<file path="config.mk">
export PLATFORM = sky130hd
export DESIGN_NAME = inset_acq
export DESIGN_NICKNAME = d
export VERILOG_FILES = /design/src/rtl/inset_acq_pkg.sv /design/src/rtl/inset_acq_vwin.sv /design/src/rtl/inset_acq_hwin.sv /design/src/rtl/inset_acq_thin.sv /design/src/rtl/inset_acq.sv
export SDC_FILE = /design/constraint.sdc
export NUM_CORES = 1
export LEC_CHECK = 0
export CAP_MARGIN = 10
export CORE_UTILIZATION = 44
export DETAILED_ROUTE_END_ITERATION = 12
export PLACE_DENSITY = 0.71
export SYNTH_ARGS = -nofsm -noshare
export SYNTH_HDL_FRONTEND = slang
export SYNTH_HIERARCHICAL = 1
export SYNTH_SLANG_ARGS = --single-unit
</file>
<file path="constraint.sdc">
create_clock -name clk_i -period 3.58 [get_ports clk_i]
set_clock_uncertainty 0.15 [all_clocks]
set_input_delay 0.716 -clock clk_i [delete_from_list [all_inputs] [get_ports clk_i]]
set_output_delay 0.716 -clock clk_i [all_outputs]
set_load 0.03 [all_outputs]
</file>
<file path="src/rtl/inset_acq_pkg.sv">
package inset_acq_pkg;
  localparam int unsigned RED_DEN = 96;
  localparam int unsigned RED_MAX = 48;
  localparam int unsigned ACC_W   = 7;
  localparam int unsigned SUM_W   = ACC_W + 1;
endpackage

</file>
<file path="src/rtl/inset_acq_vwin.sv">
module inset_acq_vwin #(
  parameter int unsigned VSTART_W = 8
) (
  input  logic                clk_i,
  input  logic                rst_ni,
  input  logic                field_start_i,
  input  logic                line_start_i,
  input  logic [VSTART_W-1:0] vstart_i,
  output logic                v_open_o
);
  localparam int unsigned LINE_W = VSTART_W + 1;
  localparam logic [LINE_W-1:0] LINE_SAT = '1;

  logic [LINE_W-1:0] lines_q, lines_cur;

  // lines_cur = number of line starts seen this field, including this cycle
  always_comb begin
    if (field_start_i)
      lines_cur = line_start_i ? LINE_W'(1) : '0;
    else if (line_start_i && lines_q != LINE_SAT)
      lines_cur = lines_q + LINE_W'(1);
    else
      lines_cur = lines_q;
  end

  always_ff @(posedge clk_i or negedge rst_ni) begin
    if (!rst_ni) lines_q <= '0;
    else         lines_q <= lines_cur;
  end

  // current line number is lines_cur-1; open when it reaches vstart
  assign v_open_o = lines_cur > {1'b0, vstart_i};
endmodule

</file>
<file path="src/rtl/inset_acq_hwin.sv">
module inset_acq_hwin #(
  parameter int unsigned HSTART_W = 4,
  parameter int unsigned HSTEP    = 8,
  parameter int unsigned PIX_W    = 11
) (
  input  logic                clk_i,
  input  logic                rst_ni,
  input  logic                line_start_i,
  input  logic                smp_valid_i,
  input  logic [HSTART_W-1:0] hstart_i,
  input  logic                wide_i,
  output logic                h_open_o
);
  localparam logic [HSTART_W-1:0] NARROW_MASK = {1'b0, {(HSTART_W-1){1'b1}}};
  localparam logic [PIX_W-1:0]    PIX_SAT     = '1;

  logic [HSTART_W-1:0] start_sel;
  logic [PIX_W-1:0]    start_pix, idx_cur, pix_q;

  assign start_sel = wide_i ? hstart_i : (hstart_i & NARROW_MASK);
  assign start_pix = PIX_W'(start_sel) * PIX_W'(HSTEP);
  assign idx_cur   = line_start_i ? '0 : pix_q;

  always_ff @(posedge clk_i or negedge rst_ni) begin
    if (!rst_ni)
      pix_q <= '0;
    else if (smp_valid_i && idx_cur != PIX_SAT)
      pix_q <= idx_cur + PIX_W'(1);
    else
      pix_q <= idx_cur;
  end

  assign h_open_o = idx_cur >= start_pix;
endmodule

</file>
<file path="src/rtl/inset_acq_thin.sv">
module inset_acq_thin
  import inset_acq_pkg::*;
#(
  parameter int unsigned RATIO_W = 6
) (
  input  logic               clk_i,
  input  logic               rst_ni,
  input  logic               line_start_i,
  input  logic               take_i,
  input  logic [RATIO_W-1:0] ratio_i,
  output logic               keep_o
);
  localparam logic [SUM_W-1:0]   DEN   = SUM_W'(RED_DEN);
  localparam logic [RATIO_W-1:0] R_MAX = RATIO_W'(RED_MAX);

  logic [RATIO_W-1:0] n_eff;
  logic [ACC_W-1:0]   acc_q, acc_base, acc_nxt;
  logic [SUM_W-1:0]   sum;

  assign n_eff    = (ratio_i > R_MAX) ? R_MAX : ratio_i;
  assign acc_base = line_start_i ? '0 : acc_q;
  assign sum      = SUM_W'(acc_base) + SUM_W'(n_eff);
  assign keep_o   = take_i && (sum >= DEN);

  always_comb begin
    if (!take_i)     acc_nxt = acc_base;
    else if (keep_o) acc_nxt = ACC_W'(sum - DEN);
    else             acc_nxt = ACC_W'(sum);
  end

  always_ff @(posedge clk_i or negedge rst_ni) begin
    if (!rst_ni) acc_q <= '0;
    else         acc_q <= acc_nxt;
  end
endmodule

</file>
<file path="src/rtl/inset_acq.sv">
module inset_acq #(
  parameter int unsigned DATA_W   = 8,
  parameter int unsigned HSTART_W = 4,
  parameter int unsigned VSTART_W = 8,
  parameter int unsigned RATIO_W  = 6,
  parameter int unsigned HSTEP    = 8,
  parameter int unsigned PIX_W    = 11
) (
  input  logic                clk_i,
  input  logic                rst_ni,
  input  logic                field_start_i,
  input  logic                line_start_i,
  input  logic                smp_valid_i,
  input  logic [DATA_W-1:0]   smp_data_i,
  input  logic [HSTART_W-1:0] hstart_i,
  input  logic [VSTART_W-1:0] vstart_i,
  input  logic                wide_i,
  input  logic [RATIO_W-1:0]  ratio_i,
  output logic                wr_en_o,
  output logic [DATA_W-1:0]   wr_data_o
);
  logic v_open, h_open, take, keep;

  inset_acq_vwin #(.VSTART_W(VSTART_W)) u_vwin (
    .clk_i, .rst_ni, .field_start_i, .line_start_i, .vstart_i,
    .v_open_o(v_open)
  );

  inset_acq_hwin #(.HSTART_W(HSTART_W), .HSTEP(HSTEP), .PIX_W(PIX_W)) u_hwin (
    .clk_i, .rst_ni, .line_start_i, .smp_valid_i, .hstart_i, .wide_i,
    .h_open_o(h_open)
  );

  assign take = smp_valid_i && v_open && h_open;

  inset_acq_thin #(.RATIO_W(RATIO_W)) u_thin (
    .clk_i, .rst_ni, .line_start_i, .take_i(take), .ratio_i,
    .keep_o(keep)
  );

  always_ff @(posedge clk_i or negedge rst_ni) begin
    if (!rst_ni) begin
      wr_en_o   <= 1'b0;
      wr_data_o <= '0;
    end else begin
      wr_en_o <= keep;
      if (keep) wr_data_o <= smp_data_i;
    end
  end
endmodule

</file>
## Word level (Yosys, flattened, before mapping)

Index checks and enable logic that the tools add are counted.

- $add $sub $neg: 4
- Order comparisons: 4
- Equal/unequal tests: 2
- Multiplexer cells: 10
- Reductions and logical operators: 5

Operator list:

| kind | count |
|---|---|
| 2-to-1 mux 11 bit | 2 |
| 2-to-1 mux 7 bit | 3 |
| 2-to-1 mux 9 bit | 2 |
| adder 11 x 1 -> 11 bit (second input constant) | 1 |
| >= comparator 11 x 7 -> 1 bit | 1 |
| != test 11 bit (second input constant) | 1 |
| adder 9 x 1 -> 9 bit (second input constant) | 1 |
| > comparator 9 x 8 -> 1 bit | 1 |
| != test 9 bit (second input constant) | 1 |
| adder 7 x 6 -> 8 bit | 1 |
| >= comparator 8 x 7 -> 1 bit (second input constant) | 1 |
| subtractor 7 bit (second input constant) | 1 |
| > comparator 6 bit (second input constant) | 1 |
| 2-to-1 mux 6 bit | 1 |
| logical AND 1 bit | 5 |
| 2-to-1 mux 4 bit | 1 |
| 2-to-1 mux 1 bit | 1 |

- Register bits after elaboration: 36
- Input port bits: 32
- Output and inout port bits: 9

## Longest topological paths before layout

Gate-level depths: netlist of the first run.

- Depth in word-level cells: 10
- Mapped depth: 19

## Cells and area by module

Netlist of the first run, hierarchy kept.

By module, submodules not included:

| module | times used | cells each | area each (sq um) | seq. area each (sq um) |
|---|---|---|---|---|
| inset_acq_hwin | 1 | 79 | 752.0 | 275.3 |
| inset_acq_vwin | 1 | 72 | 650.6 | 225.2 |
| inset_acq_thin | 1 | 71 | 645.6 | 175.2 |
| inset_acq | 1 | 19 | 362.8 | 225.2 |

## Least setup slack after synthesis of the first run

No wires, ideal clock.

- Path kind: register -> register
- Start point: reg u_vwin.lines_q[0]
- End point: reg wr_data_o[0]
- Arrival: 3,226 ps
- Data required time: 3,305 ps
- Setup slack: 79 ps
- Cell stages (with the launch flop): 20
- Buffers on the path: 2
- Period minus slack after synthesis: 3,501 ps
- Path through: dfrtp_1 -> ha_1 -> nand3_1 -> nor2_1 -> ha_1 -> nor2b_1 -> buf_4 -> nand4_1 -> xor2_1 -> nor2_1 -> ha_1 -> nand4_1 -> o221ai_1 -> nor2_1 -> o22ai_1 -> and3_1 -> inv_2 -> a21oi_1 -> buf_6 -> mux2_4

- Longest elaborated chain between the ends: 8
- Elaborated cells on any way between the ends: 9
- Classes of those cells: add/sub (1); order compare (1); eq/ne (1); mux (2); reduce/logical (4)

RTL lines:

| item | RTL line | RTL |
|---|---|---|
| from (decl) | inset_acq_vwin.sv:14 | `logic [LINE_W-1:0] lines_q, lines_cur;` |
| from (signal assigned) | inset_acq_vwin.sv:28 | `else lines_q <= lines_cur;` |
| branches (longest 2 deep; another with adder 9 x 1 -> 9 bit) | - |  |
| 2-to-1 mux 9 bit * | inset_acq_vwin.sv:20 | `else if (line_start_i && lines_q != LINE_SAT)` |
| 2-to-1 mux 9 bit * | inset_acq_vwin.sv:18 | `if (field_start_i)` |
| net u_vwin.lines_cur[6] | inset_acq_vwin.sv:14 |  |
| > comparator 9 x 8 -> 1 bit * | inset_acq_vwin.sv:32 | `assign v_open_o = lines_cur > {1'b0, vstart_i};` |
| net v_open | inset_acq.sv:22 | `logic v_open, h_open, take, keep;` |
| logical AND 1 bit * (2 in a row) | inset_acq.sv:34 | `assign take = smp_valid_i && v_open && h_open;` |
| net take | inset_acq.sv:22 |  |
| logical AND 1 bit * | inset_acq_thin.sv:23 | `assign keep_o = take_i && (sum >= DEN);` |
| net keep | inset_acq.sv:22 |  |
| to (signal assigned) | inset_acq.sv:47 | `if (keep) wr_data_o <= smp_data_i;` |
| to (decl) | inset_acq.sv:20 | `output logic [DATA_W-1:0] wr_data_o` |

Mark *: on every way through the listed nets, which the timed path passes.
A chain may end at the register's enable or synchronous reset.

## Worst setup path after layout of the first run

- Start point: reg u_vwin.lines_q[1]
- End point: reg wr_data_o[0]

The elaborated chain is that of the path after synthesis.

==> impl_metrics.yaml, run 1 <==
critical_path:
  cp.arrival_ns: 3.52
  critPathKind: "flip-flop to flip-flop"
  crit_chain: "ha_2, nand3_2, nor2_2, ha_2, nor2b_4, nand4_1, xor2_1, nor2_1, ha_1, nand4_1, o221ai_1, nor2_1, o22ai_1, and3_1, inv_2, a21oi_4, buf_8, mux2_4"
  cp.required_ns: 3.61
  crit_slowest_cell: "dfrtp_1"
  path_buf_inv: 2
  slowest_delay_ns: 0.39
  critPathTopFamily: "simple AND/OR/NAND/NOR gates"
  cp_max_fo: 8
  start_kind: "flip-flop"
  end_kind: "flip-flop"
job:
  maxCapViolCount: 0
cts:
  cts-htree-levels: 2
  clock_sinks: 36
  clkSlewWorstSetupHoldPaths_ns: 0.07
  root_buffer: "clkbuf_8"
  insertion_delay_ns: 0.29
  cts_made_buffers: 5
  cts_tree: "built"
  clockBufferDepth: 2
die:
  floorplan.initialDensity_pct: 46.3
  die_h_um: 76.0
  io_pins: 41
  dieArea_sq_um: 5780
  core_area_sq_um: 5200
  fp.dieW_um: 76.0
  rows: 26
synth:
  yosys_most_used_dff: "dfrtp_1"
  seq_area_frac_synth_pct: 37.4
  ys.warnings.count: 6
  synthCells: 241
  yosysUniqueCellTypes: 54
  synth_edf_count: 0
  syn_area_per_cell_sq_um: 10.0
  synth.cell_area_sq_um: 2410
  async_flop_share_pct: 100
  syn-num-nets: 295
  ys_ff_latch: 36
pwr:
  p_leak_uw: 0.00162
  finalPower_uw: 846
  vdd_drop_max_uv: 136
  power_density_nw_per_um2: 254
finish:
  final_util_pct: 63.9
  nFillCells: 436
  drive_gt1_share_pct: 25.4
  syn2layout_area_growth_pct: 37.9
  diodes: 0
  nNetsFinal: 376
timing:
  min_period_ns: 3.50
  drv_slew: 0
  max_freq_mhz: 286
  hold_violations: 0
  period_share_pct: 97.7
  max_slew.worst_pin.slew_ns: 0.790
  slew_headroom_pct: 47.4
  finalSetupViolations: 0
  rsz0062_at_grt: "true"
placed_design:
  dp_hpwl_um: 4010
  gp_congestion: 0.794
  io_buffers: 40
grt:
  grt-ovfl-total: 0
  grt_pass1_vias: 1929
  grt_antenna_before_repair: 0
  track_usage_pct: 19.4
  grt_pass1_wl_um: 8890
  grt_max_degree: 37
routing:
  wl_per_cell_um: 13.5
  dr.pass1.iters: 4
  detail-route-antenna-nets: 0
  via_per_inst: 5.03
  drc_errors: 0
  drt-total-wl_um: 5310
  drt_iter0_drc: 66
  vias: 1978
hold_path:
  hold_path_class: "input port to asynchronous set/reset pin"
outcome:
  outcome: "finished clean"
-- flip-flops by register name, indices dropped and copies added, names as in the netlist --
signal and flops:
u_hwin/pix_q 11, u_vwin/lines_q 9, wr_data_o 8, u_thin/acc_q 7, wr_en_o 1
-- power by group --
group          switching [uW]  internal (uW)
Clock                     142            157
Sequential               4.58            414
Combinational            55.3           73.0
-- cell type report --
class	count	area, sq um	share of cell area [%]
repair buffers	80	709	21.3
well taps	70	87.6	2.63
multi-input cells	180	1470	44.1
inverters	19	71.3	2.14
clock buffers	8	90.1	2.71
flip-flops and latches	36	901	27.1
-- final timing paths --
path	endpoint	from	cells after the start	slack, ns
max	wr_data_o[0]$_DFFE_PN0P_	u_vwin/lines_q[1]$_DFF_PN0_	18	0.08
min reg2reg	wr_data_o[1]$_DFFE_PN0P_	wr_data_o[1]$_DFFE_PN0P_	1	0.36
max reg2reg	wr_data_o[0]$_DFFE_PN0P_	u_vwin/lines_q[1]$_DFF_PN0_	18	0.08
min in group clk_i	wr_data_o[1]$_DFFE_PN0P_	wr_data_o[1]$_DFFE_PN0P_	1	0.36
max in group asynchronous	u_vwin/lines_q[6]$_DFF_PN0_	rst_ni	1	2.42
min	wr_data_o[7]$_DFFE_PN0P_	rst_ni	1	0.36
-- synth_stat cells, types with 2 or more instances --
| cell type | count | area (sq um) |
|---|---|---|
| dfrtp_1 | 36 | 901 |
| ha_1 | 21 | 263 |
| inv_1 | 17 | 63.8 |
| nand2_1 | 17 | 63.8 |
| nor2_1 | 16 | 60.1 |
| a21oi_1 | 11 | 55.1 |
| o21ai_0 | 9 | 45.0 |
| mux2_4 | 8 | 120 |
| nand4_1 | 7 | 43.8 |
| xnor2_1 | 7 | 61.3 |
| xor2_1 | 7 | 61.3 |
| nor2b_1 | 6 | 37.5 |
| and2b_1 | 5 | 37.5 |
| mux2i_1 | 5 | 50.1 |
| and2_1 | 4 | 25.0 |
| clkbuf_1 | 4 | 15.0 |
| nand2b_1 | 4 | 25.0 |
| nor3_1 | 4 | 20.0 |
| a211oi_1 | 3 | 22.5 |
| and3_1 | 3 | 18.8 |
| mux2_2 | 3 | 33.8 |
| or3_1 | 3 | 18.8 |
| a21o_1 | 2 | 15.0 |
| inv_2 | 2 | 7.51 |
| nand3_1 | 2 | 10.0 |
| nor2b_2 | 2 | 17.5 |
| nor4_1 | 2 | 12.5 |
| o211ai_1 | 2 | 15.0 |
| o22a_1 | 2 | 17.5 |
| o31a_1 | 2 | 17.5 |
| o32ai_1 | 2 | 17.5 |
-- cell families after synthesis --
| family | Yosys count | synth area share, % |
|---|---|---|
| AO/OA/AOI/OAI | 39 | 10.3 |
| adder cells (fa/ha/maj) | 22 | 11.7 |
| AND/OR/NAND/NOR | 88 | 22.2 |
| buffers and inverters | 25 | 4.36 |
| flip-flops | 36 | 37.4 |
| multiplexers | 17 | 8.93 |
| XOR/XNOR | 14 | 5.09 |
-- metal layers --
layer	part of all wire, %	vias up	global-route usage, %
met4	1.8	0	8.08
met1	46	926	24.4
met2	50	34	33.7
met3	2.1	8	2.51
li1	-	1010	-
met5	0	-	0
-- timing repair --
item,4_1_cts,5_1_grt
setup endpoints to repair,8,12
buffers inserted,4,8
hold buffers,0,0
hold endpoints to repair,0,0
pin swaps,8,22
gates resized for setup,6,15
-- metrics by stage --
stage	hold WS, ns	setup slack (ns)	instances	cell area, sq um	setup TNS [ns]
floorplan	0.270	0.0787	241	2410	0
global placement	0.349	-0.377	375	3090	-3.07
detailed placement	0.343	-0.468	375	3090	-4.14
CTS	0.365	0.0146	387	3220	0
global route	0.379	-0.119	393	3330	-0.812
finish	0.356	0.0811	393	3330	0
-- placed cells by master, fill, tap and decap left out, drive strengths merged, types with 4 or more instances in the layout --
cell	instances
nand2	18
buf	41
inv	19
nand4	7
ha	21
a21oi	11
clkdlybuf4s50	38
nand2b	6
dfrtp	36
nor2b	8
xnor2	7
xor2	7
and2	4
nor3	4
o21ai	10
nor2	16
clkbuf	8
mux2i	5
mux2	12
and2b	5
Power figures use the tool's default switching activity.
==> inputs of run 2 (changes only) <==
==> constraint.sdc (replaced) <==
create_clock -name clk_i -period 2.8 [get_ports clk_i]
set_clock_uncertainty 0.15 [all_clocks]
set_input_delay 0.56 -clock clk_i [delete_from_list [all_inputs] [get_ports clk_i]]
set_output_delay 0.56 -clock clk_i [all_outputs]
set_load 0.03 [all_outputs]
==> run 2 against run 1 <==
The flow now finishes with violations (negative setup slack). Final area is 5.7% higher. Count of clock-buffer cells in the layout is 3 lower. Hold slack better by 0.011 ns. Global-route usage is 2.9 points higher. Worst setup slack worse by 0.86 ns. Largest power group unchanged.
==> impl_metrics.yaml, run 2 (same netlist as run 1, synthesis figures left out) <==
timing:
  min_period_ns: 3.58
  finalSetupViolations: 16
  rsz0062_at_grt: "true"
  tns_ns: -11.32
  period_share_pct: 128
  slew_headroom_pct: 68.4
  setup_ws_ns: -0.782
  max_freq_mhz: 279
  hold_violations: 0
  drv_slew: 0
  max_slew.worst_pin.slew_ns: 0.475
placed_design:
  io_buffers: 40
  place_area_sq_um: 3240
  gp_congestion: 0.805
  dp_hpwl_um: 4120
cts:
  clockBufferDepth: 2
  cts_made_buffers: 5
  root_buffer: "clkbuf_8"
  clkSlewWorstSetupHoldPaths_ns: 0.08
  cts-htree-levels: 2
  cts_tree: "built"
  clock_sinks: 36
  insertion_delay_ns: 0.29
pwr:
  finalPower_uw: 1190
  p_leak_uw: 0.00171
  power_density_nw_per_um2: 338
  vdd_drop_max_uv: 290
outcome:
  outcome: "finished, violations left"
  violations: "negative setup slack"
routing:
  via_per_inst: 5.19
  drc_errors: 0
  wl_per_cell_um: 14.8
  drt-total-wl_um: 6070
  vias: 2122
  detail-route-antenna-nets: 0
  dr.pass1.iters: 4
  drt_iter0_drc: 71
critical_path:
  start_kind: "flip-flop"
  critPathTopFamily: "simple AND/OR/NAND/NOR gates"
  cp-startpoint: "u_vwin/lines_q[5]$_DFF_PN0_"
  crit_slowest_cell: "dfrtp_1"
  path_buf_inv: 3
  cp.arrival_ns: 3.60
  slowest_delay_ns: 0.38
  critPathKind: "flip-flop to flip-flop"
  r2r-start: "u_vwin/lines_q[5]$_DFF_PN0_"
  crit_chain: "and3_4, nand2_2, nor2_4, ha_4, nor2b_1, buf_4, nand4_1, xor2_1, nor2_1, ha_1, nand4_1, o221ai_2, nor2_1, o22ai_1, and3_4, inv_4, a21oi_4, buf_6, mux2_4"
  end_kind: "flip-flop"
  cp.required_ns: 2.82
  cp_max_fo: 6
grt:
  grt-ovfl-total: 0
  grt_pass1_vias: 2196
  track_usage_pct: 22.3
  grt_antenna_before_repair: 0
  grt_max_degree: 37
  grt_pass1_wl_um: 10200
hold_path:
  hold_path_class: "flip-flop to flip-flop"
  min-delay-start: "wr_data_o[7]$_DFFE_PN0P_"
finish:
  stdcell_area_sq_um: 3520
  syn2layout_area_growth_pct: 45.8
  nNetsFinal: 392
  top_register: "u_hwin/pix_q"
  diodes: 0
  final_common_cell: "buf_4"
  reg_top3: "u_hwin/pix_q: 11 flops, u_vwin/lines_q: 9 flops, wr_data_o: 8 flops"
  nFillCells: 435
  final_cell_mix: "52 x buf_4, 40 x clkdlybuf4s50_1, 36 x dfrtp_1"
  drive_gt1_share_pct: 29.5
  final_util_pct: 67.5
  largest_register_ffs: 11
die:
  fp.dieW_um: 76.0
  io_pins: 41
  rows: 26
  dieArea_sq_um: 5780
  floorplan.initialDensity_pct: 46.3
  die_h_um: 76.0
  core_area_sq_um: 5200
job:
  maxCapViolCount: 0
==> run 2: final cells by class <==
cell class | count | area [sq um] | area share, %
clock buffer | 5 | 68.8 | 1.96
clock inverter | 3 | 42.5 | 1.21
inverter | 19 | 73.8 | 2.10
multi-input combinational | 180 | 1510 | 42.8
sequential | 36 | 901 | 25.6
tap | 70 | 87.6 | 2.49
timing repair buffer | 96 | 836 | 23.8
==> run 2: final timing paths <==
kind,cells past startpoint,to,slack [ns]
setup / recovery,19,wr_data_o[6]$_DFFE_PN0P_,-0.78
hold / removal,1,wr_data_o[7]$_DFFE_PN0P_,0.37
setup reg to reg,19,wr_data_o[6]$_DFFE_PN0P_,-0.78
hold reg to reg,1,wr_data_o[7]$_DFFE_PN0P_,0.37
max in group asynchronous,2,u_thin/acc_q[4]$_DFF_PN0_,1.63
min in group asynchronous,2,u_vwin/lines_q[3]$_DFF_PN0_,0.54
==> run 2: power by group <==
| group | leakage (uW) | total [uW] | switching (uW) | internal, uW |
|---|---|---|---|---|
| Clock | 0.0000541 | 470 | 206 | 264 |
| Sequential | 0.000496 | 535 | 7.30 | 528 |
| Combinational | 0.00116 | 184 | 79.3 | 105 |
==> run 2: repair_timing <==
item | 4_1_cts | 5_1_grt
resized for setup | 14 | 6
endpoints found under the setup margin | 16 | 17
gates cloned | 1 | 0
hold endpoints to repair | 0 | 0
setup buffers | 8 | 6
hold buffers | 0 | 0
pin swaps | 15 | 14
==> run 2: metal layers <==
metal	GRT usage (%)	vias to the layer above	share of wire, %
li1	-	1034	-
met1	27.7	1018	43
met2	40.3	62	52
met3	3.95	8	3.9
met4	5.19	0	0.92
met5	0	-	0
==> run 2: metrics by stage <==
| stage | instances | hold WS, ns | worst slack (ns) |
|---|---|---|---|
| floorplan | 241 | 0.114 | -0.518 |
| global placement | 390 | 0.348 | -0.866 |
| detailed placement | 390 | 0.348 | -0.970 |
| CTS | 405 | 0.372 | -0.745 |
| global route | 409 | 0.386 | -0.968 |
| finish | 409 | 0.367 | -0.782 |
